`config.mk`:
```
export PLATFORM = sky130hd
export DESIGN_NAME = ptw_walker
export DESIGN_NICKNAME = d
export VERILOG_FILES = /design/src/rtl/ptw_pkg.sv /design/src/rtl/ptw_root_reg.sv /design/src/rtl/ptw_entry_addr.sv /design/src/rtl/ptw_walk_fsm.sv /design/src/rtl/ptw_walker.sv
export SDC_FILE = /design/constraint.sdc
export NUM_CORES = 1
export LEC_CHECK = 0
export BUFFER_PORTS_ARGS = -buffer_cell sky130_fd_sc_hd__buf_2
export CORE_AREA = 2 2 101 103
export CTS_CLUSTER_SIZE = 10
export DETAILED_ROUTE_END_ITERATION = 10
export DIE_AREA = 0 0 103 105
export PLACE_DENSITY = 0.85
export SLEW_MARGIN = 20
export SYNTH_ARGS = -nofsm -noshare
export SYNTH_HDL_FRONTEND = slang
export SYNTH_SLANG_ARGS = --single-unit
```
`constraint.sdc`:
```
create_clock -name clk_i -period 1.9 [get_ports clk_i]
set_input_delay 0 -clock clk_i [delete_from_list [all_inputs] [get_ports clk_i]]
set_output_delay 0 -clock clk_i [all_outputs]
set_load 0.01 [all_outputs]
```
`src/rtl/ptw_pkg.sv`:
```
package ptw_pkg;
  localparam int VA_W   = 32;
  localparam int PA_W   = 32;
  localparam int OFF_W  = 12;
  localparam int IDX_W  = 10;
  localparam int PTE_W  = 32;
  localparam int PPN_W  = PA_W - OFF_W;
  localparam int ENT_SH = OFF_W - IDX_W;  // byte offset bits of a 4-byte entry

  typedef enum logic [2:0] {
    ST_IDLE, ST_DIR_REQ, ST_DIR_WAIT, ST_TBL_REQ, ST_TBL_WAIT, ST_RESP
  } walk_st_e;

  typedef enum logic {LVL_DIR = 1'b0, LVL_TBL = 1'b1} walk_lvl_e;
endpackage

```
`src/rtl/ptw_root_reg.sv`:
```
module ptw_root_reg
  import ptw_pkg::*;
(
  input  logic             clk_i,
  input  logic             rst_ni,
  input  logic             we_i,
  input  logic [PPN_W-1:0] wdata_i,
  output logic [PPN_W-1:0] root_o
);
  always_ff @(posedge clk_i or negedge rst_ni) begin
    if (!rst_ni)   root_o <= '0;
    else if (we_i) root_o <= wdata_i;
  end
endmodule

```
`src/rtl/ptw_entry_addr.sv`:
```
module ptw_entry_addr
  import ptw_pkg::*;
(
  input  walk_lvl_e        lvl_i,
  input  logic [PPN_W-1:0] root_ppn_i,
  input  logic [PPN_W-1:0] tbl_ppn_i,
  input  logic [VA_W-1:0]  vaddr_i,
  output logic [PA_W-1:0]  addr_o
);
  logic [PPN_W-1:0] base;
  logic [IDX_W-1:0] idx;

  always_comb begin
    if (lvl_i == LVL_TBL) begin
      base = tbl_ppn_i;
      idx  = vaddr_i[OFF_W +: IDX_W];
    end else begin
      base = root_ppn_i;
      idx  = vaddr_i[VA_W-1 -: IDX_W];
    end
    addr_o = {base, idx, {ENT_SH{1'b0}}};
  end
endmodule

```
`src/rtl/ptw_walk_fsm.sv`:
```
module ptw_walk_fsm
  import ptw_pkg::*;
(
  input  logic             clk_i,
  input  logic             rst_ni,
  input  logic             req_valid_i,
  output logic             req_ready_o,
  input  logic [VA_W-1:0]  req_vaddr_i,
  input  logic [PPN_W-1:0] root_ppn_i,
  output logic             mem_req_valid_o,
  input  logic             mem_req_ready_i,
  input  logic             mem_rsp_valid_i,
  input  logic [PTE_W-1:0] mem_rsp_data_i,
  output logic             rsp_valid_o,
  input  logic             rsp_ready_i,
  output logic [PA_W-1:0]  rsp_paddr_o,
  output logic             rsp_fault_o,
  output logic             rsp_fault_lvl_o,
  output walk_lvl_e        lvl_o,
  output logic [PPN_W-1:0] walk_root_o,
  output logic [PPN_W-1:0] next_ppn_o,
  output logic [VA_W-1:0]  vaddr_o
);
  walk_st_e         st_q, st_d;
  logic [VA_W-1:0]  va_q;
  logic [PPN_W-1:0] root_q, next_q;
  logic             fault_q;
  walk_lvl_e        flvl_q;
  logic             pte_ok, waiting;
  logic             unused_pte;

  assign pte_ok     = mem_rsp_data_i[0];
  assign waiting    = (st_q == ST_DIR_WAIT) || (st_q == ST_TBL_WAIT);
  assign unused_pte = ^mem_rsp_data_i[PTE_W-PPN_W-1:1];

  always_comb begin
    st_d = st_q;
    unique case (st_q)
      ST_IDLE:     if (req_valid_i)     st_d = ST_DIR_REQ;
      ST_DIR_REQ:  if (mem_req_ready_i) st_d = ST_DIR_WAIT;
      ST_DIR_WAIT: if (mem_rsp_valid_i) st_d = pte_ok ? ST_TBL_REQ : ST_RESP;
      ST_TBL_REQ:  if (mem_req_ready_i) st_d = ST_TBL_WAIT;
      ST_TBL_WAIT: if (mem_rsp_valid_i) st_d = ST_RESP;
      ST_RESP:     if (rsp_ready_i)     st_d = ST_IDLE;
      default:                          st_d = ST_IDLE;
    endcase
  end

  always_ff @(posedge clk_i or negedge rst_ni) begin
    if (!rst_ni) begin
      st_q    <= ST_IDLE;
      va_q    <= '0;
      root_q  <= '0;
      next_q  <= '0;
      fault_q <= 1'b0;
      flvl_q  <= LVL_DIR;
    end else begin
      st_q <= st_d;
      if (st_q == ST_IDLE && req_valid_i) begin
        va_q    <= req_vaddr_i;
        root_q  <= root_ppn_i;  // snapshot: later root writes do not reach this walk
        fault_q <= 1'b0;
        flvl_q  <= LVL_DIR;
      end
      if (waiting && mem_rsp_valid_i) begin
        next_q <= mem_rsp_data_i[PTE_W-1 -: PPN_W];
        if (!pte_ok) begin
          fault_q <= 1'b1;
          flvl_q  <= (st_q == ST_TBL_WAIT) ? LVL_TBL : LVL_DIR;
        end
      end
    end
  end

  assign req_ready_o     = (st_q == ST_IDLE);
  assign mem_req_valid_o = (st_q == ST_DIR_REQ) || (st_q == ST_TBL_REQ);
  assign rsp_valid_o     = (st_q == ST_RESP);
  assign rsp_paddr_o     = {next_q, va_q[OFF_W-1:0]};
  assign rsp_fault_o     = fault_q;
  assign rsp_fault_lvl_o = flvl_q;
  assign lvl_o           = (st_q == ST_TBL_REQ) ? LVL_TBL : LVL_DIR;
  assign walk_root_o     = root_q;
  assign next_ppn_o      = next_q;
  assign vaddr_o         = va_q;
endmodule

```
`src/rtl/ptw_walker.sv`:
```
module ptw_walker
  import ptw_pkg::*;
(
  input  logic             clk_i,
  input  logic             rst_ni,
  input  logic             root_we_i,
  input  logic [PPN_W-1:0] root_ppn_i,
  input  logic             req_valid_i,
  output logic             req_ready_o,
  input  logic [VA_W-1:0]  req_vaddr_i,
  output logic             mem_req_valid_o,
  input  logic             mem_req_ready_i,
  output logic [PA_W-1:0]  mem_req_addr_o,
  input  logic             mem_rsp_valid_i,
  input  logic [PTE_W-1:0] mem_rsp_data_i,
  output logic             rsp_valid_o,
  input  logic             rsp_ready_i,
  output logic [PA_W-1:0]  rsp_paddr_o,
  output logic             rsp_fault_o,
  output logic             rsp_fault_lvl_o
);
  logic [PPN_W-1:0] root_cur, walk_root, next_ppn;
  logic [VA_W-1:0]  walk_va;
  walk_lvl_e        lvl;

  ptw_root_reg u_root (
    .clk_i  (clk_i),
    .rst_ni (rst_ni),
    .we_i   (root_we_i),
    .wdata_i(root_ppn_i),
    .root_o (root_cur)
  );

  ptw_walk_fsm u_fsm (
    .clk_i          (clk_i),
    .rst_ni         (rst_ni),
    .req_valid_i    (req_valid_i),
    .req_ready_o    (req_ready_o),
    .req_vaddr_i    (req_vaddr_i),
    .root_ppn_i     (root_cur),
    .mem_req_valid_o(mem_req_valid_o),
    .mem_req_ready_i(mem_req_ready_i),
    .mem_rsp_valid_i(mem_rsp_valid_i),
    .mem_rsp_data_i (mem_rsp_data_i),
    .rsp_valid_o    (rsp_valid_o),
    .rsp_ready_i    (rsp_ready_i),
    .rsp_paddr_o    (rsp_paddr_o),
    .rsp_fault_o    (rsp_fault_o),
    .rsp_fault_lvl_o(rsp_fault_lvl_o),
    .lvl_o          (lvl),
    .walk_root_o    (walk_root),
    .next_ppn_o     (next_ppn),
    .vaddr_o        (walk_va)
  );

  ptw_entry_addr u_addr (
    .lvl_i     (lvl),
    .root_ppn_i(walk_root),
    .tbl_ppn_i (next_ppn),
    .vaddr_i   (walk_va),
    .addr_o    (mem_req_addr_o)
  );
endmodule

```
Word level (Yosys, flattened, before mapping)
Cells that the tools add are included.

word-level totals
  flip-flop bits (word level) = 97
  output and inout port bits = 69
  logic and storage cells = 42

operators by class
  equal/unequal tests = 11
  muxes and demuxes = 18
  reduce and logical (&&, ||, !) cells = 6

operators with widths
  kind                  count
  $mux W3               7
  $mux W20              1
  $pmux W3 S6           1
  $mux W10              1
  $ne A2 B2 Y1 const B  5
  $mux W1               8
  $eq A3 B2 Y1 const B  2
  $eq A3 B3 Y1 const B  2
  $reduce_and A6 Y1     1
  $eq A3 B1 Y1 const B  1
  $logic_not A3 Y1      1
  $logic_and A1 B1 Y1   2
  $logic_or A1 B1 Y1    2
  $ne A2 B1 Y1 const B  1

Longest topological paths before layout
  depth after elaboration = 5
  mapped depth = 6

By module
Synthesis repeated with hierarchy kept, for this count alone.

unflattened totals
  cell total of the unflattened synthesis = 299
  area, all modules = 4593.2 sq um

modules (own cells, without submodules)
  module          times used  cells each  area each (sq um)
  ptw_walk_fsm    1           221         3266.9
  ptw_root_reg    1           42          823.3
  ptw_entry_addr  1           36          503.0

Least setup slack after synthesis
Ideal clock, no wire load.

  kind = flip-flop to flip-flop
  from = register u_fsm.st_q[1]
  to = register u_fsm.va_q[0], in the netlist u_fsm.vaddr_o[0]
  library setup time = 0.125 ns
  data arrival time = 1.530 ns
  setup slack = 0.245 ns
  stages on the path, launching flop included = 7
  buffers on the path = 3
  cells stage by stage = dfrtp_1 > buf_4 > nor3_2 > and2_4 > buf_12 > buf_12 > mux2_2

on the way
  cells in the longest elaborated chain, start to end = 2

ends and longest elaborated chain
  item                    RTL line            source
  from (decl)             ptw_walk_fsm.sv:24  walk_st_e st_q, st_d;
  from (signal assigned)  ptw_walk_fsm.sv:58  st_q <= st_d;
  $logic_not A3 Y1        -
  named net req_ready_o   ptw_walker.sv:9     output logic req_ready_o,
  $logic_and A1 B1 Y1     ptw_walk_fsm.sv:59  if (st_q == ST_IDLE && req_valid_i) begin
  to (signal assigned)    ptw_walk_fsm.sv:60  va_q <= req_vaddr_i;
  to (decl)               ptw_walk_fsm.sv:25  logic [VA_W-1:0] va_q;

The timed path passes the listed nets, and every way through them passes these cells.
A chain may end at the register's enable or synchronous reset.

Worst setup path in the final report
  from = register u_fsm.st_q[0]
  to = output port mem_req_addr_o[24]

on the way
  cells in the longest elaborated chain, start to end = 3

ends and longest elaborated chain
  item          RTL line              source
  $eq A3 B2 Y1  ptw_walk_fsm.sv:81    assign lvl_o = (st_q == ST_TBL_REQ) ? LVL_TBL : LVL_DIR;
  $mux W1       ptw_walk_fsm.sv:81
  $mux W20      ptw_entry_addr.sv:14  if (lvl_i == LVL_TBL) begin
  to (decl)     ptw_walker.sv:13      output logic [PA_W-1:0] mem_req_addr_o,

No other way between the ends.

==> impl_metrics.json <==
{
  "die_w_um": 103,
  "postRouteAntennaNets": 0,
  "antenna_cells": 0,
  "min_path_type": "primary input to register",
  "hpwl_mm": 6.283,
  "antenna_found_initial": 0,
  "start_util_pct": 45.07,
  "tns_ps": 0,
  "arrival_ps": 1800,
  "synthCells": 286,
  "drc": 0,
  "cts_buffers": 9,
  "rows": 36,
  "p_leak_uw": 0.002804,
  "ir_drop_mv": 0.8722,
  "worst-path-max-fanout": 9,
  "totalWireLength_mm": 9.980,
  "grt_max_degree": 50,
  "first_global_vias": 3274,
  "hold_viol": 0,
  "cp-end-kind": "output pin",
  "grt_pass1_wl_mm": 16.02,
  "synth_area_per_cell_um2": 15.19,
  "worst_slew_pin_slew_ps": 622.4,
  "cts_tree": "built",
  "synth.cell_area_um2": 4344,
  "crit_type": "register to output pin",
  "grt_usage_pct": 19.07,
  "io_buffers": 146,
  "dieArea_um2": 10820,
  "pre_cts_ws_ps": 183.8,
  "grt-ovfl-total": 0,
  "synth_seq_cells": 97,
  "layout_common_cells": "145 x buf_2, 116 x mux2_2, 96 x dfrtp_1",
  "cts_sinks": 97,
  "final_common_cell": "buf_2",
  "grt_setup_unrepaired": "no",
  "post-route-util_pct": 62.66,
  "root_buffer": "clkbuf_8",
  "vias": 2999,
  "slew_violations": 0,
  "synth.distinct_cells": 28,
  "final_nets": 592,
  "power_density_nw_per_um2": 1474,
  "h-tree-depth": 3,
  "clk_latency_ps": 350,
  "period_share_pct": 94.90,
  "path_clk_slew_ps": 90,
  "setup-violations-final": 0,
  "timing.hold.ws_ps": 65.17,
  "placed_cells": 545,
  "die_h_um": 105,
  "via_per_inst": 4.693,
  "max_clock_freq_mhz": 554.6,
  "wire_per_inst_um": 15.62,
  "ys_seq_area_share_pct": 55.88,
  "first_pass_iters": 4,
  "slew_headroom_pct": 58.51,
  "io_pins": 160,
  "drtIter0Drc": 54,
  "layout_setup_ws_ps": 96.84,
  "drv_cap": 0,
  "final_cells": 639,
  "status": "complete, no violations",
  "place_congestion": 0.7802,
  "cp-start-kind": "register",
  "period_needed_ps": 1803,
  "clock_skew_ps": 10.48,
  "cp_data_required_time_ps": 1900,
  "ys_warn_count": 0,
  "clk_path_buf_depth": 2,
  "area_growth_pct": 39.03,
  "core-area_um2": 9639,
  "final_layout_size_suffix_gt1_share_pct": 58.10
}
## state kept, by name (all words and copies together), names as in the netlist
name and cells:
u_fsm.st_q 3, u_fsm.walk_root_o 20, u_fsm.vaddr_o 32, u_fsm.next_ppn_o 20, u_fsm.rsp_fault_lvl_o 1, u_fsm.rsp_fault_o 1, u_root.root_o 20
## metrics by stage
step	power [uW]	instance area, um^2
after floorplan	6384	4348
after global placement	7229	5056
after detailed placement	7421	5056
after CTS	8945	6040
after global routing	9489	6040
final	8903	6040
## timing repair
action | 4_1_cts | 5_1_grt
endpoints found under the setup margin | 30 | 0
endpoints found under the hold margin | 124 | 0
gates resized for setup | 1 | 0
setup buffers | 1 | 0
hold buffers | 77 | 0
## where the power goes
part	switching [uW]	internal (uW)	total [uW]
clock	708	653	1360
combinational	1780	2280	4060
sequential	521	2960	3480
## synthesized netlist by cell type, drive strengths merged
| cell | count | share of area [%] |
|---|---|---|
| o41ai | 1 | 0.20 |
| conb | 1 | 0.086 |
| buf | 28 | 6.9 |
| nand2 | 3 | 0.26 |
| o21ai | 3 | 0.35 |
| nand2b | 1 | 0.14 |
| nor2b | 1 | 0.14 |
| nor2 | 4 | 0.35 |
| clkbuf | 2 | 0.17 |
| nor3b | 1 | 0.43 |
| nand3 | 3 | 0.35 |
| mux2 | 123 | 32 |
| xor2 | 1 | 0.37 |
| and3 | 1 | 0.14 |
| and2b | 1 | 0.17 |
| a31oi | 1 | 0.14 |
| a21oi | 4 | 0.55 |
| dfrtp | 97 | 56 |
| maj3 | 1 | 0.23 |
| inv | 5 | 0.43 |
| and2 | 1 | 0.20 |
| nor3 | 3 | 0.58 |
## layer usage
metal	up-vias	global-route usage [%]	wire length, um
met5	-	0	0
met3	14	3.211	467
met1	1477	22.44	3966
met2	94	34.42	5388
met4	0	6.485	157
li1	1414	-	-
## worst max-delay path, stage by stage, from the launching register on
cell	delay [ps]
dfrtp_1	410
and2b_1	200
nand2_1	150
buf_4	210
mux2_2	350
buf_2	140
## final timing paths
path	start	to	slack, ps	cells past startpoint
worst min-delay path	req_valid_i	u_fsm.rsp_fault_lvl_o	70	4
max in group asynchronous	rst_ni	u_fsm.vaddr_o[27]	1000	3
min in group asynchronous	rst_ni	u_fsm.next_ppn_o[4]	200	2
worst max register to register	u_fsm.st_q[1]	u_fsm.vaddr_o[4]	200	4
worst max-delay path	u_fsm.st_q[0]	mem_req_addr_o[24]	100	5
worst min register to register	u_root.root_o[10]	u_fsm.walk_root_o[10]	490	1
## cell type report
class | count | area [um^2]
Fill cell | 741 | 3600
Sequential cell | 97 | 2429
Timing Repair Buffer | 233 | 1629
Multi-Input combinational cell | 155 | 1593
Tap cell | 133 | 166.4
Clock buffer | 11 | 141.4
Clock inverter | 5 | 62.56
Inverter | 5 | 18.77
## kinds of logic after synthesis
kind of cell | after synthesis | synth area share (%)
fa+ha+maj | 1 | 0.2304
simple gates | 19 | 2.765
buf+inv | 35 | 7.546
flops | 97 | 55.88
xor+xnor | 1 | 0.3745
mux | 123 | 31.88
other cells | 1 | 0.08632
compound gates | 9 | 1.238
(Power assumes the default switching activity.)
